$ cat config.mk
export PLATFORM = sky130hd
export DESIGN_NAME = nwl_link
export DESIGN_NICKNAME = d
export VERILOG_FILES = /design/src/rtl/nwl_pkg.sv /design/src/rtl/nwl_timebase.sv /design/src/rtl/nwl_tx_deser.sv /design/src/rtl/nwl_rx_ser.sv /design/src/rtl/nwl_link.sv
export SDC_FILE = /design/constraint.sdc
export NUM_CORES = 1
export LEC_CHECK = 0
export ABC_CLOCK_PERIOD_IN_PS = 3200
export CAP_MARGIN = 20
export CORE_MARGIN = 2
export CORE_UTILIZATION = 52
export DETAILED_ROUTE_END_ITERATION = 10
export PLACE_DENSITY = 0.85
export SYNTH_ARGS = -nofsm -noshare
export SYNTH_HDL_FRONTEND = slang
export SYNTH_SLANG_ARGS = --single-unit
$ cat constraint.sdc
create_clock -name clk -period 3.2 [get_ports clk]
set_clock_uncertainty 0.05 [all_clocks]
set_input_delay 0.48 -clock clk [delete_from_list [all_inputs] [get_ports clk]]
set_output_delay 0.48 -clock clk [all_outputs]
set_load 0.05 [all_outputs]
$ cat src/rtl/nwl_pkg.sv
package nwl_pkg;
  localparam int WORD_W  = 16;
  localparam int LANES   = 4;
  localparam int SLOTS   = WORD_W / LANES;
  localparam int SEL_W   = 2;
  localparam int MAX_DIV = 1 << ((1 << SEL_W) - 1);
  localparam int PH_W    = $clog2(MAX_DIV);
  localparam int SLOT_W  = $clog2(SLOTS);
  localparam int N_W     = PH_W + 1;

  typedef logic [WORD_W-1:0] word_t;
  typedef logic [LANES-1:0]  nib_t;
  typedef logic [PH_W-1:0]   phase_t;
  typedef logic [SLOT_W-1:0] slot_t;
  typedef logic [N_W-1:0]    ndiv_t;

  // division ratio from its code: 1, 2, 4, 8
  function automatic ndiv_t div_of(input logic [SEL_W-1:0] sel);
    return ndiv_t'(1) << sel;
  endfunction

  // slot phase at which an incoming nibble is taken
  function automatic ndiv_t sample_off(input ndiv_t n, input logic rise);
    return rise ? (n - ndiv_t'(1)) : (n >> 1);
  endfunction

  // slot phase at which an outgoing nibble changes
  function automatic ndiv_t launch_off(input ndiv_t n, input logic rise);
    return rise ? (n >> 1) : ndiv_t'(0);
  endfunction

  // sign format: two-sign mode repeats the sign into the bit below it
  function automatic word_t fmt_word(input word_t w, input logic one_sign);
    word_t r;
    r = w;
    if (!one_sign) r[WORD_W-2] = w[WORD_W-1];
    return r;
  endfunction

  function automatic nib_t nib_of(input word_t w, input slot_t s);
    return w[s*LANES +: LANES];
  endfunction
endpackage

$ cat src/rtl/nwl_timebase.sv
module nwl_timebase
  import nwl_pkg::*;
(
  input  logic             clk,
  input  logic             rst_n,
  input  logic [SEL_W-1:0] div_sel_i,
  input  logic             tx_rise_i,
  input  logic             rx_rise_i,
  output phase_t           phase_o,
  output slot_t            slot_o,
  output ndiv_t            n_o,
  output logic             resync_o,
  output logic             tx_cap_o,
  output logic             rx_launch_o,
  output slot_t            nxt_slot_o,
  output logic             word_stb_o,
  output logic             nib_clk_o
);
  logic [SEL_W-1:0] div_q;
  phase_t           phase_q, nxt_phase;
  slot_t            slot_q, nxt_slot;
  ndiv_t            n_cur, n_eff;
  logic             resync, slot_end;

  assign n_cur    = div_of(div_q);
  assign resync   = (div_sel_i != div_q);
  assign n_eff    = resync ? div_of(div_sel_i) : n_cur;
  assign slot_end = (ndiv_t'(phase_q) == (n_cur - ndiv_t'(1)));

  always_comb begin
    if (resync) begin
      nxt_phase = '0;
      nxt_slot  = '0;
    end else if (slot_end) begin
      nxt_phase = '0;
      nxt_slot  = slot_q + slot_t'(1);
    end else begin
      nxt_phase = phase_q + phase_t'(1);
      nxt_slot  = slot_q;
    end
  end

  always_ff @(posedge clk or negedge rst_n) begin
    if (!rst_n) begin
      div_q   <= '0;
      phase_q <= '0;
      slot_q  <= '0;
    end else begin
      div_q   <= div_sel_i;
      phase_q <= nxt_phase;
      slot_q  <= nxt_slot;
    end
  end

  assign tx_cap_o    = !resync && (ndiv_t'(phase_q) == sample_off(n_cur, tx_rise_i));
  assign rx_launch_o = (ndiv_t'(nxt_phase) == launch_off(n_eff, rx_rise_i));
  assign nxt_slot_o  = nxt_slot;
  assign word_stb_o  = (slot_q == '0);
  assign nib_clk_o   = (n_cur == ndiv_t'(1)) || (ndiv_t'(phase_q) < (n_cur >> 1));
  assign phase_o     = phase_q;
  assign slot_o      = slot_q;
  assign n_o         = n_cur;
  assign resync_o    = resync;
endmodule

$ cat src/rtl/nwl_tx_deser.sv
module nwl_tx_deser
  import nwl_pkg::*;
(
  input  logic  clk,
  input  logic  rst_n,
  input  logic  cap_i,
  input  slot_t slot_i,
  input  nib_t  nib_i,
  input  logic  one_sign_i,
  output word_t word_o,
  output logic  valid_o
);
  nib_t  part_q [SLOTS-1];
  word_t full;
  word_t word_q;
  logic  valid_q;
  logic  last_cap;

  for (genvar g = 0; g < SLOTS - 1; g++) begin : g_part
    always_ff @(posedge clk or negedge rst_n) begin
      if (!rst_n)                            part_q[g] <= '0;
      else if (cap_i && slot_i == slot_t'(g)) part_q[g] <= nib_i;
    end
  end

  assign last_cap = cap_i && (slot_i == slot_t'(SLOTS - 1));

  always_comb begin
    full = '0;
    for (int s = 0; s < SLOTS - 1; s++) full[s*LANES +: LANES] = part_q[s];
    full[(SLOTS-1)*LANES +: LANES] = nib_i;
  end

  always_ff @(posedge clk or negedge rst_n) begin
    if (!rst_n) begin
      word_q  <= '0;
      valid_q <= 1'b0;
    end else begin
      valid_q <= last_cap;
      if (last_cap) word_q <= fmt_word(full, one_sign_i);
    end
  end

  assign word_o  = word_q;
  assign valid_o = valid_q;
endmodule

$ cat src/rtl/nwl_rx_ser.sv
module nwl_rx_ser
  import nwl_pkg::*;
(
  input  logic  clk,
  input  logic  rst_n,
  input  logic  launch_i,
  input  slot_t nxt_slot_i,
  input  word_t src_i,
  input  logic  one_sign_i,
  output nib_t  nib_o
);
  word_t hold_q;
  word_t src_fmt;
  nib_t  nib_q;

  assign src_fmt = fmt_word(src_i, one_sign_i);

  always_ff @(posedge clk or negedge rst_n) begin
    if (!rst_n) begin
      hold_q <= '0;
      nib_q  <= '0;
    end else if (launch_i) begin
      if (nxt_slot_i == '0) begin
        hold_q <= src_fmt;
        nib_q  <= nib_of(src_fmt, '0);
      end else begin
        nib_q  <= nib_of(hold_q, nxt_slot_i);
      end
    end
  end

  assign nib_o = nib_q;
endmodule

$ cat src/rtl/nwl_link.sv
module nwl_link
  import nwl_pkg::*;
(
  input  logic             clk,
  input  logic             rst_n,
  input  logic [SEL_W-1:0] div_sel_i,
  input  logic             one_sign_i,
  input  logic             tx_rise_i,
  input  logic             rx_rise_i,
  input  logic             loop_i,
  input  logic [LANES-1:0] tx_nib_i,
  output logic [WORD_W-1:0] tx_word_o,
  output logic             tx_valid_o,
  input  logic [WORD_W-1:0] rx_word_i,
  output logic [LANES-1:0] rx_nib_o,
  output logic             word_stb_o,
  output logic             nib_clk_o
);
  phase_t phase_w;
  slot_t  slot_w, nxt_slot_w;
  ndiv_t  n_w;
  logic   resync_w, tx_cap_w, rx_launch_w;
  word_t  tx_word_w, rx_src_w;

  nwl_timebase u_tb (
    .clk        (clk),
    .rst_n      (rst_n),
    .div_sel_i  (div_sel_i),
    .tx_rise_i  (tx_rise_i),
    .rx_rise_i  (rx_rise_i),
    .phase_o    (phase_w),
    .slot_o     (slot_w),
    .n_o        (n_w),
    .resync_o   (resync_w),
    .tx_cap_o   (tx_cap_w),
    .rx_launch_o(rx_launch_w),
    .nxt_slot_o (nxt_slot_w),
    .word_stb_o (word_stb_o),
    .nib_clk_o  (nib_clk_o)
  );

  nwl_tx_deser u_tx (
    .clk       (clk),
    .rst_n     (rst_n),
    .cap_i     (tx_cap_w),
    .slot_i    (slot_w),
    .nib_i     (tx_nib_i),
    .one_sign_i(one_sign_i),
    .word_o    (tx_word_w),
    .valid_o   (tx_valid_o)
  );

  assign rx_src_w = loop_i ? tx_word_w : rx_word_i;

  nwl_rx_ser u_rx (
    .clk       (clk),
    .rst_n     (rst_n),
    .launch_i  (rx_launch_w),
    .nxt_slot_i(nxt_slot_w),
    .src_i     (rx_src_w),
    .one_sign_i(one_sign_i),
    .nib_o     (rx_nib_o)
  );

  assign tx_word_o = tx_word_w;
endmodule

== Yosys cells after proc, flatten, opt, wreduce, memory -nomap -nowiden ==
Cells that the tools add are included.

* $mul: 0
* Equality and inequality tests: 8
* Muxes and demuxes: 11
* Reductions and logical operators: 10
* Shift-type cells: 3
* Magnitude comparators: 1
* Divide/modulo/power cells: 0
* Bitwise operators: 0
* Add/sub/neg operators: 3

{| class="wikitable"
|+ Operator list
! cell !! number
|-
| two-way mux 16 bit || 1
|-
| variable part select 16 x 5 -> 4 bit || 1
|-
| == test 3 x 4 -> 1 bit || 3
|-
| two-way mux 4 bit || 3
|-
| two-way mux 3 bit || 3
|-
| left shift 1 x 2 -> 4 bit (first input constant) || 2
|-
| logical AND 1 bit || 5
|-
| == test 2 bit (second input constant) || 2
|-
| == test 4 x 1 -> 1 bit (second input constant) || 1
|-
| logical NOT 2 bit || 2
|-
| two-way mux 2 bit || 2
|-
| subtractor 4 x 1 -> 4 bit (second input constant) || 1
|-
| adder 3 x 1 -> 3 bit (second input constant) || 1
|-
| less-than comparator 3 bit || 1
|-
| adder 2 x 1 -> 2 bit (second input constant) || 1
|-
| == test 2 x 1 -> 1 bit (second input constant) || 1
|-
| two-way mux 1 bit || 2
|-
| inequality test 2 bit || 1
|-
| AND reduction 2 bit || 1
|-
| logical NOT 1 bit || 1
|-
| logical OR 1 bit || 1
|}

* Memories kept: 0
* Latch bits: 0
* Bits in read-only memories: 0
* Memory bits (writable): 0
* Register bits after elaboration: 56

== Logic depth before layout (Yosys ltp) ==
Gate-level depths: netlist (run 1).

* Depth in word-level cells: 7
* Mapped depth: 12
* Gate-level depth less buffers: 8

== Cells and area by module ==
From an unflattened synthesis (run 1), not the netlist that was laid out.

* Cells, all modules: 191
* Area, all modules: 2743.9 µm²

{| class="wikitable"
|+ Modules (own cells, without submodules)
! module !! cells an instance !! instances !! seq. area each (µm²) !! area an instance (µm²)
|-
| nwl_tx_deser || 64 || 1 || 725.7 || 1146.1
|-
| nwl_rx_ser || 50 || 1 || 400.4 || 769.5
|-
| nwl_timebase || 59 || 1 || 175.2 || 579.3
|-
| nwl_link || 18 || 1 || 0.0 || 249.0
|}

== Least setup slack after synthesis (run 1) ==
Ideal clock, no wire load.

* Path kind: register -> register
* From: register u_tb.div_q[1]
* To: register u_rx.nib_q[3] (netlist: u_rx.nib_o[3])
* Setup time: 0.141 ns
* Path slack: 0.273 ns
* Stages on the path, launching flop included: 11
* Arrival time: 2.735 ns
* Buffers on the path: 2
* Cells stage by stage: dfrtp_1 -> buf_2 -> nand2_1 -> ha_1 -> inv_1 -> o41ai_2 -> buf_4 -> mux2i_1 -> mux2_2 -> a222oi_1 -> a21oi_1

* Word-level cells in the longest chain between the ends: 7

{| class="wikitable"
|+ Ends and longest elaborated chain
! what !! RTL line !! RTL
|-
| start: declaration || nwl_timebase.sv:19 || <nowiki>logic [SEL_W-1:0] div_q;</nowiki>
|-
| start signal: assignment || nwl_timebase.sv:49 || <nowiki>div_q <= div_sel_i;</nowiki>
|-
| left shift 1 x 2 -> 4 bit || nwl_pkg.sv:19 || <nowiki>return ndiv_t'(1) << sel;</nowiki>
|-
| subtractor 4 x 1 -> 4 bit || nwl_timebase.sv:28 || <nowiki>assign slot_end = (ndiv_t'(phase_q) == (n_cur - ndiv_t'(1)));</nowiki>
|-
| == test 3 x 4 -> 1 bit || nwl_timebase.sv:28 ||
|-
| two-way mux 2 bit || nwl_timebase.sv:34 || <nowiki>end else if (slot_end) begin</nowiki>
|-
| two-way mux 2 bit || nwl_timebase.sv:31 || <nowiki>if (resync) begin</nowiki>
|-
| variable part select 16 x 5 -> 4 bit or logical NOT 2 bit (tied branches) || nwl_pkg.sv:41, nwl_rx_ser.sv:23 ||
|-
| two-way mux 4 bit || nwl_rx_ser.sv:23 || <nowiki>if (nxt_slot_i == '0) begin</nowiki>
|-
| end signal: assignment || nwl_rx_ser.sv:25 || <nowiki>nib_q <= nib_of(src_fmt, '0);</nowiki>
|-
| end signal: assignment || nwl_rx_ser.sv:27 || <nowiki>nib_q <= nib_of(hold_q, nxt_slot_i);</nowiki>
|-
| end: declaration || nwl_rx_ser.sv:14 || <nowiki>nib_t nib_q;</nowiki>
|}

Parallel ways exist; a longest one is shown, timed or not.
A chain may end at the register's enable or synchronous reset.

== Worst setup path in the final report (run 1) ==
* From: register u_tb.div_q[1]
* To: output port nib_clk_o

* Word-level cells in the longest chain between the ends: 3

{| class="wikitable"
|+ Ends and longest elaborated chain
! what !! RTL line !! RTL
|-
| left shift 1 x 2 -> 4 bit (*) || nwl_pkg.sv:19 ||
|-
| less-than comparator 3 bit or == test 4 x 1 -> 1 bit (tied branches) || nwl_timebase.sv:59 || <nowiki>assign nib_clk_o = (n_cur == ndiv_t'(1)) || (ndiv_t'(phase_q) < (n_cur >> 1));</nowiki>
|-
| logical OR 1 bit (*) || nwl_timebase.sv:59 ||
|-
| end: declaration || nwl_link.sv:17 || <nowiki>output logic nib_clk_o</nowiki>
|}

Every way passes the cells marked *; elsewhere a longest branch is shown, timed or not.

==> results.md, run 1 <==
* Status: completed
* Worst Max-Slew Pin Slew at ~710 ps
* GRT overflow at 0
* Boundary Pins at a little over 50
* Critical path capture point type: output pin
* Total power at between 0.0015 and 0.002 W
* Critical path fanouts, max at 9
* Total negative setup slack at 0 ps
* Die footprint at between 0.005 and 0.006 mm²
* Layout cell share with drive strength beyond 1 at 32.68%
* DRC at 0
* Max Clk Rate at ~330 MHz
* Static leakage power at ~1.5 nW
* Hold_buf cts at 0
* Dpl cells at 319
* Final std cells w/o fill at ~330
* GP Congestion at just under 0.9
* Syn_area_per_cell at around 13 µm²
* Starting Density at between 50% and 60%
* Syn Nets at approximately 230
* Number of global-route vias before repair at 1755
* CTS tree: yes
* Port Buffers at 50
* Dpl ws at approximately 120 ps
* Max_cap viols at 0
* Avg WL per Cell at between 15 and 20 µm
* CP arrival at about 2500 ps
* Filler instances at around 380
* Ys flop type: dfrtp_1
* Routed Antenna Nets at 0
* Final hold violation count at 0
* Final Critical Period at slightly above 3000 ps
* Post-DP HPWL at around 4000 µm
* 1st-iter DRT viols at 84
* Register area share after synthesis at around half
* Unrepaired setup endpoints after global routing: false
* Worst Setup Slack, final at ~180 ps
* Worst skew pair latency at just over 300 ps
* Multi-input logic area at roughly 0.0013 mm²
* Final Cycle Share at a little over nine tenths
* Core Box Area at approximately 0.0050 mm²
* Netlist Area Pre-Place at about 0.0027 mm²
* Synth warn at 0
* Routed WL at between 5000 and 6000 µm
* Diodes inserted at 0
* Post-CTS setup buffer count at 0
* Synth Register Bits at 52
* Gate Count Post-Synth at 198
* Fraction of registers with async set or reset after synthesis at 100.0%
* Vias per cell at between 5 and 6
* Clk slew on worst S/H paths at ~100 ps
* Register area at 0.001301 mm²
* First-pass GRT wire length at 8776 µm
* CP Class: reg2out
* Max Root-Sink Buffers at 2
* Nets at 291
* Total track usage at 21.18%
* Max-slew headroom at a little over half
* VDD IR max at 0.2652 mV
* Initial antenna violation count at 0
* Synth-to-Final Area Change at 27.34%
* Finish-stage setup viols at 0
* CP required at between 2000 and 3000 ps
* CTS Sinks at 52
* Root Driver: clkbuf_8
* Via count at roughly 1700
* Floorplan row count at 26
* Die Width at between 70 and 80 µm
* Final hold slack at approximately 160 ps
* DRT Pass-1 Iters at 4
* Pwr dens at about 490 mW/mm²
* Largest net degree at the start of global routing at 33
* CP Launch Type: flip-flop
* H-tree level count at 2
* Die Ht at approximately 76 µm
* Post-cts resize count at 0
* Synth cell types at 40
* Max-slew violations at 0
* TritonCTS Buffers at 5
* Worst Hold Class: in2async
* EDFF count, synth at 0
==> cell families (layout without fill, tap and decap cells) <==
logic type      count (synthesis)  after routing  synth area share [%]
mux                            61             61                 27.44
flops                          52             52                 48.94
simple gates                   36             36                 7.907
compound gates                 21             21                 6.730
buf+inv                        16             75                 3.764
fa+ha+maj                       7              7                 3.294
xor+xnor                        5              5                 1.929
==> registers in the layout (all words and copies together) (netlist names) <==
name	count
u_rx.hold_q	12
u_rx.nib_o	4
u_tb.div_q	2
u_tb.phase_o	3
u_tb.slot_o	2
u_tx.full	12
u_tx.valid_o	1
u_tx.word_o	16
==> Yosys cell counts (3+ instances only) <==
library cell	n	area (µm²)
a21oi_1	7	35.03
a222oi_1	4	40.04
and2_0	3	18.77
and2_1	3	18.77
clkbuf_1	5	18.77
dfrtp_1	52	1301
ha_1	7	87.58
inv_1	5	18.77
mux2_2	49	551.8
mux2_4	9	135.1
nand2_1	5	18.77
nor2_1	8	30.03
nor3_1	4	20.02
xnor2_1	4	35.03
==> layer usage <==
metal  part of all wire [%]  wire (µm)  global-route usage, %  vias up
met5                      0          0                      0        -
met4                    1.0         56                  5.848        0
met3                    4.1        225                  5.026        5
met2                     48       2670                  33.91       50
met1                     46       2558                  29.18      854
li1                       -          -                      -      836
==> through the flow <==
step / cell area, µm² / utilization [%]
after floorplan: 2659 / -
after global placement: 3263 / 65.13
after detailed placement: 3263 / 65.13
after CTS: 3374 / 67.36
after global routing: 3386 / 67.58
final: 3386 / 67.58
==> layout by cell type, fill, tap and decap left out, drive strengths merged, types with 4 or more instances in the layout <==
master / count
a21oi: 7
a222oi: 4
and2: 6
buf: 13
clkbuf: 6
clkdlybuf4s50: 49
dfrtp: 52
ha: 7
inv: 6
mux2: 58
nand2: 5
nor2: 8
nor3: 4
xnor2: 4
==> path summary, 6_finish.rpt <==
check	slack, ps	startpoint	depth (start not counted)	to
min reg2reg	460	u_tx.full[2]	1	u_tx.full[2]
max reg2reg	240	u_tb.div_q[0]	10	u_rx.hold_q[15]
max in group asynchronous	2200	rst_n	2	u_rx.hold_q[13]
min	160	rst_n	1	u_rx.hold_q[10]
max	180	u_tb.div_q[1]	6	nib_clk_o
min in group clk	460	u_tx.full[2]	1	u_tx.full[2]
==> layout make-up <==
class | count | share of cell area (%)
sequential | 52 | 38.43
timing repair buffer | 62 | 17.66
clock inverter | 2 | 1.146
inverter | 5 | 0.5543
tap | 70 | 2.587
clock buffer | 6 | 2.143
multi-input combinational | 130 | 37.47
==> report_power, final <==
| group | total (W) | leakage, nW | internal [W] | switching [W] |
|---|---|---|---|---|
| sequential | 0.000788 | 0.692 | 0.000738 | 0.0000499 |
| clock | 0.000458 | 0.0558 | 0.000236 | 0.000222 |
| combinational | 0.000405 | 0.784 | 0.000211 | 0.000194 |
==> worst max-delay path: stages, from the launching register on <==
cell	delay, ps
dfrtp_1	380
buf_4	180
or3b_2	460
a21oi_1	160
nor2_1	50
o22ai_1	120
clkdlybuf4s50_1	830
Note: power is estimated with default switching activity, not from simulation.
==> run 2: changes to the inputs <==
--- a/config.mk
+++ b/config.mk
@@ -7,10 +7,12 @@
 export LEC_CHECK = 0
 export ABC_CLOCK_PERIOD_IN_PS = 3200
 export CAP_MARGIN = 20
-export CORE_MARGIN = 2
-export CORE_UTILIZATION = 52
+export CORE_MARGIN = 10
+export CORE_UTILIZATION = 54
+export CTS_BUF_LIST = sky130_fd_sc_hd__clkbuf_2 sky130_fd_sc_hd__clkbuf_4 sky130_fd_sc_hd__clkbuf_8
 export DETAILED_ROUTE_END_ITERATION = 10
-export PLACE_DENSITY = 0.85
+export PLACE_DENSITY = 0.88
+export SKIP_CTS_REPAIR_TIMING = 1
 export SYNTH_ARGS = -nofsm -noshare
 export SYNTH_HDL_FRONTEND = slang
 export SYNTH_SLANG_ARGS = --single-unit
==> run 2 against run 1 <==
Effect of this change:
- cell count down 0.61%
- clock power down 12%
- routed wire length up 9.8%
- critical path depth unchanged
- fmax about the same
- utilization up 3.4 points
- hold slack better by 23 ps
- via count up 2.8%
==> results.md, run 2 (synthesis gave the netlist of run 1 again) <==
* Status: completed
* Worst skew pair latency at about 310 ps
* Sw Ratio at approximately 30%
* Synth-to-Final Area Change at 26.92%
* Post-DP HPWL at 4363 µm
* Via count at ~1800
* Total power at 0.001601 W
* CTS tree: yes
* Design Area, Final at around 0.0034 mm²
* Diodes inserted at 0
* Vias per cell at around 5.5
* Core Box Area at about 0.0048 mm²
* Unrepaired setup endpoints after global routing: false
* Pwr dens at between 400 and 500 mW/mm²
* Critical path capture point type: output pin
* Final hold violation count at 0
* Reg-to-reg slack, setup at about 250 ps
* Root Driver: clkbuf_8
* Max-slew violations at 0
* CP arrival at roughly 2500 ps
* CP required at ~2700 ps
* Final Cycle Share at ~94%
* Clock share of power at 25.1%
* Floorplan row count at 25
* Worst Max-Slew Pin Slew at 758.7 ps
* Placed cell area at roughly 0.0033 mm²
* Die Width at about 90 µm
* Total negative setup slack at 0 ps
* Register area at 0.001301 mm²
* Boundary Pins at slightly above 50
* Critical path fanouts, max at 9
* H-tree level count at 2
* Internal Power at about 0.0011 W
* Max-slew headroom at 49.42%
* Largest net degree at the start of global routing at 34
* TritonCTS Buffers at 5
* Multi-input logic area at 0.001269 mm²
* Port Buffers at 50
* GRT overflow at 0
* DRT Pass-1 Iters at 4
* GP Congestion at 0.7997
* Max FFs per register at 16
* CTS Sinks at 52
* DRC at 0
* Worst Hold Class: in2async
* Total track usage at between 10% and 20%
* Filler instances at 350
* Sequential share of power at 49.4%
* Static leakage power at roughly 1.5 nW
* Layout cell share with drive strength beyond 1 at between 30% and 40%
* Avg WL per Cell at ~19 µm
* Clk slew on worst S/H paths at ~90 ps
* Finish-stage setup viols at 0
* Max Clk Rate at 331.5 MHz
* Most frequent cells in the layout: 52 x dfrtp_1, 49 x mux2_2, 49 x clkdlybuf4s50_1, 12 x buf_4, 9 x mux2_4
* Number of global-route vias before repair at between 1500 and 2000
* Die Ht at approximately 90 µm
* Most common cell after layout, fill and taps aside: dfrtp_1
* Net Sw Power at about 0.00047 W
* 1st-iter DRT viols at 103
* VDD IR max at 0.3680 mV
* First-pass GRT wire length at 9977 µm
* Max Root-Sink Buffers at 2
* Comb power frac at about a quarter
* Max_cap viols at 0
* Initial antenna violation count at 0
* Starting Density at a little under three fifths
* Routed Antenna Nets at 0
* Final Critical Period at approximately 3000 ps
* Die footprint at just over 0.008 mm²
* CP Launch Type: flip-flop
* Nets at 292
* CP Class: reg2out
* Routed WL at ~6000 µm
-- run 2: worst max-delay path, cell delays in order, from the launching register on --
cell	delay (ps)
dfrtp_1	390
buf_4	180
or3b_2	460
a21oi_1	150
nor2_1	50
o22ai_1	120
clkdlybuf4s50_1	820
-- run 2: area by class of cell --
| cell class | count | share of cell area [%] |
|---|---|---|
| Tap cell | 67 | 2.484 |
| Multi-Input combinational cell | 130 | 37.60 |
| Clock inverter | 2 | 0.4079 |
| Sequential cell | 52 | 38.56 |
| Inverter | 5 | 0.5562 |
| Timing Repair Buffer | 63 | 17.95 |
| Clock buffer | 6 | 2.447 |
-- run 2: metrics by stage --
step,std cells,util (%),worst slack (ps),hold WS [ps]
2_1_floorplan,198,-,273.5,134.4
3_3_place_gp,317,68.71,202.7,433.9
3_5_place_dp,317,68.71,160.2,439.9
4_1_cts,325,70.74,121.4,194.9
5_1_grt,325,70.97,75.39,223.4
6_report,325,70.97,183.1,181.5
-- run 2: power by group through the flow --
stage	Combinational [W]	Sequential (W)	Clock, W
after global placement	0.000394	0.000795	0
after CTS	0.000412	0.000790	0.000409
after detailed placement	0.000408	0.000801	0
after global routing	0.000441	0.000801	0.000436
final	0.000409	0.000790	0.000401
after floorplan	0.000239	0.000833	0
-- run 2: metal layers --
metal / share of wire [%] / track usage (%)
met5: 0 / 0
met4: 1.9 / 5.305
met3: 5.5 / 4.988
met2: 47 / 24.46
met1: 46 / 18.24
-- run 2: path summary, 6_finish.rpt --
path	startpoint	endpoint	depth (start not counted)
hold / removal	rst_n	u_tx.word_o[13]	1
hold reg to reg	u_tx.full[5]	u_tx.word_o[5]	1
min in group clk	u_tx.full[5]	u_tx.word_o[5]	1
setup / recovery	u_tb.div_q[1]	nib_clk_o	6
setup reg to reg	u_tb.phase_o[0]	u_rx.hold_q[4]	8
max in group asynchronous	rst_n	u_tb.slot_o[1]	2
==> run 3: changes to the inputs <==
--- a/config.mk
+++ b/config.mk
@@ -8,10 +8,10 @@
 export ABC_CLOCK_PERIOD_IN_PS = 3200
 export CAP_MARGIN = 20
 export CORE_MARGIN = 10
-export CORE_UTILIZATION = 54
+export CORE_UTILIZATION = 50
 export CTS_BUF_LIST = sky130_fd_sc_hd__clkbuf_2 sky130_fd_sc_hd__clkbuf_4 sky130_fd_sc_hd__clkbuf_8
 export DETAILED_ROUTE_END_ITERATION = 10
-export PLACE_DENSITY = 0.88
+export PLACE_DENSITY = 0.82
 export SKIP_CTS_REPAIR_TIMING = 1
 export SYNTH_ARGS = -nofsm -noshare
 export SYNTH_HDL_FRONTEND = slang
==> run 3 against run 2 <==
Effect of this change:
- sequential share of layout area shrank 0.34 points
- design area increased by 0.89%
- sequential power about the same
- hold slack gained 37 ps
- combinational power rose by 1%
- die area grew 6.2%
- clock power is 18% higher
- count of clock-buffer cells in the layout decreased by 1
- utilization is 4.7 points lower
- via count increased by 1.7%
- cell count increased by 1.2%
==> results.md, run 3 (synthesis gave the netlist of run 1 again) <==
* Sw Ratio at roughly 29%
* Die Ht at between 90 and 100 µm
* CP Launch Type: flip-flop
* Static leakage power at roughly 1.5 nW
* Status: completed
* Vias per cell at approximately 5.5
* Max_cap viols at 0
* CP max stage cell: clkdlybuf4s50_1
* CP arrival at between 2000 and 2500 ps
* Critical path fanouts, max at 9
* GRT overflow at 0
* Critical path capture point type: output pin
* Filler instances at between 400 and 500
* DRT Pass-1 Iters at 5
* Multi-input logic area at 0.001269 mm²
* First-pass GRT wire length at approximately 10000 µm
* Total negative setup slack at 0 ps
* Clk slew on worst S/H paths at 100 ps
* Cells along the critical path: buf_4 > or3b_2 > a21oi_1 > nor2_1 > o22ai_1 > clkdlybuf4s50_1
* CTS Sinks at 52
* Worst Setup Slack, final at about 180 ps
* Max-slew violations at 0
* Final Cycle Share at 94.48%
* Port Buffers at 50
* Die footprint at 0.008634 mm²
* CP max stage delay at about 830 ps
* Initial antenna violation count at 0
* Starting Density at 51.73%
* Avg WL per Cell at around 19 µm
* 1st-iter DRT viols at between 90 and 100
* Worst Max-Slew Pin Slew at approximately 640 ps
* Worst skew pair latency at 310 ps
* VDD IR max at just under 0.4 mV
* Max-slew headroom at 57.18%
* Largest net degree at the start of global routing at 53
* Max Clk Rate at about 330 MHz
* Register area at 0.001301 mm²
* GP Congestion at about 0.8
* Max FFs per register at 16
* Number of global-route vias before repair at ~2000
* Max Root-Sink Buffers at 2
* Diodes inserted at 0
* DRC at 0
* Root Driver: clkbuf_8
* Net Sw Power at between 0.0004 and 0.0005 W
* Most common cell after layout, fill and taps aside: dfrtp_1
* Via count at 1824
* TritonCTS Buffers at 5
* Boundary Pins at between 50 and 60
* Unrepaired setup endpoints after global routing: false
* Die Width at between 90 and 100 µm
* Clock share of power at between 20 and 30%
* CP required at roughly 2700 ps
* Post-DP HPWL at between 4000 and 5000 µm
* Floorplan row count at 26
* Routed Antenna Nets at 0
* Dpl ws at ~150 ps
* Finish-stage setup viols at 0
* Total track usage at between 10% and 20%
* Pwr dens at between 400 and 500 mW/mm²
* H-tree level count at 2
* Final Critical Period at around 3000 ps
* Nets at about 290
* Core Box Area at between 0.005 and 0.006 mm²
* Final hold violation count at 0
* Routed WL at between 6000 and 7000 µm
* Most frequent cells in the layout: 52 x dfrtp_1, 49 x mux2_2, 49 x clkdlybuf4s50_1, 13 x buf_4, 9 x mux2_4
* Internal Power at 0.001189 W
* Worst Hold Class: in2async
* Synth-to-Final Area Change at 28.05%
* CTS tree: yes
* Comb power frac at about a quarter
* Layout cell share with drive strength beyond 1 at 33.59%
* CP Class: reg2out
* Sequential share of power at a little under half
-- run 3: changes by cell type in the layout (fill, tap and decap cells not counted) --
cell	change
clkbuf_8	-1
buf_4	+1
inv_6	-1
inv_8	+1
bufinv_16	+1
-- run 3: cell type report --
| cell class | instances | area share [%] |
|---|---|---|
| multi-input combinational | 130 | 37.27 |
| clock inverter | 3 | 1.360 |
| tap | 70 | 2.573 |
| sequential | 52 | 38.22 |
| inverter | 5 | 0.5513 |
| clock buffer | 5 | 2.021 |
| timing repair buffer | 64 | 18.01 |
-- run 3: routing by layer --
layer  share of wire, %  vias to the layer above  global-route usage, %
met5                  0                        -                      0
met4                1.1                        0                  5.784
met3                6.2                        4                  5.004
met2                 51                       52                  25.23
met1                 41                      926                  16.91
li1                   -                      842                      -
-- run 3: power by group through the flow --
| stage | Clock (W) | Sequential, W | Combinational (W) |
|---|---|---|---|
| CTS | 0.000489 | 0.000786 | 0.000416 |
| detailed placement | 0 | 0.000799 | 0.000415 |
| global placement | 0 | 0.000792 | 0.000402 |
| finish | 0.000472 | 0.000787 | 0.000415 |
| floorplan | 0 | 0.000833 | 0.000239 |
| global route | 0.000514 | 0.000796 | 0.000446 |
-- run 3: per-stage QoR --
step / total power [W] / instances / area, µm² / hold WS [ps] / utilization (%)
3_5_place_dp: 0.001214 / 321 / 3278 / 441.3 / 63.78
4_1_cts: 0.001692 / 329 / 3393 / 241.0 / 66.02
5_1_grt: 0.001756 / 329 / 3405 / 273.5 / 66.24
2_1_floorplan: 0.001072 / 198 / 2659 / 134.4 / -
3_3_place_gp: 0.001194 / 321 / 3278 / 431.9 / 63.78
6_report: 0.001674 / 329 / 3405 / 218.7 / 66.24
-- run 3: critical path, delay by kind of cell (launching register included) --
kind,cells,cell delay (ps)
compound gates,2,270
flops,1,390
simple gates,2,510
buf+inv,2,1010
-- run 3: worst paths after layout --
path                                        to  cells after the start  slack [ps]           from
max in group asynchronous         u_tx.full[0]                      2        2460          rst_n
worst min register to register  u_tx.word_o[7]                      1         460   u_tx.full[7]
worst min-delay path             u_rx.nib_o[2]                      2         220          rst_n
worst max register to register   u_rx.nib_o[2]                      9         200  u_tb.div_q[1]
worst max-delay path                 nib_clk_o                      6         180  u_tb.div_q[1]
min in group clk                u_tx.word_o[7]                      1         460   u_tx.full[7]
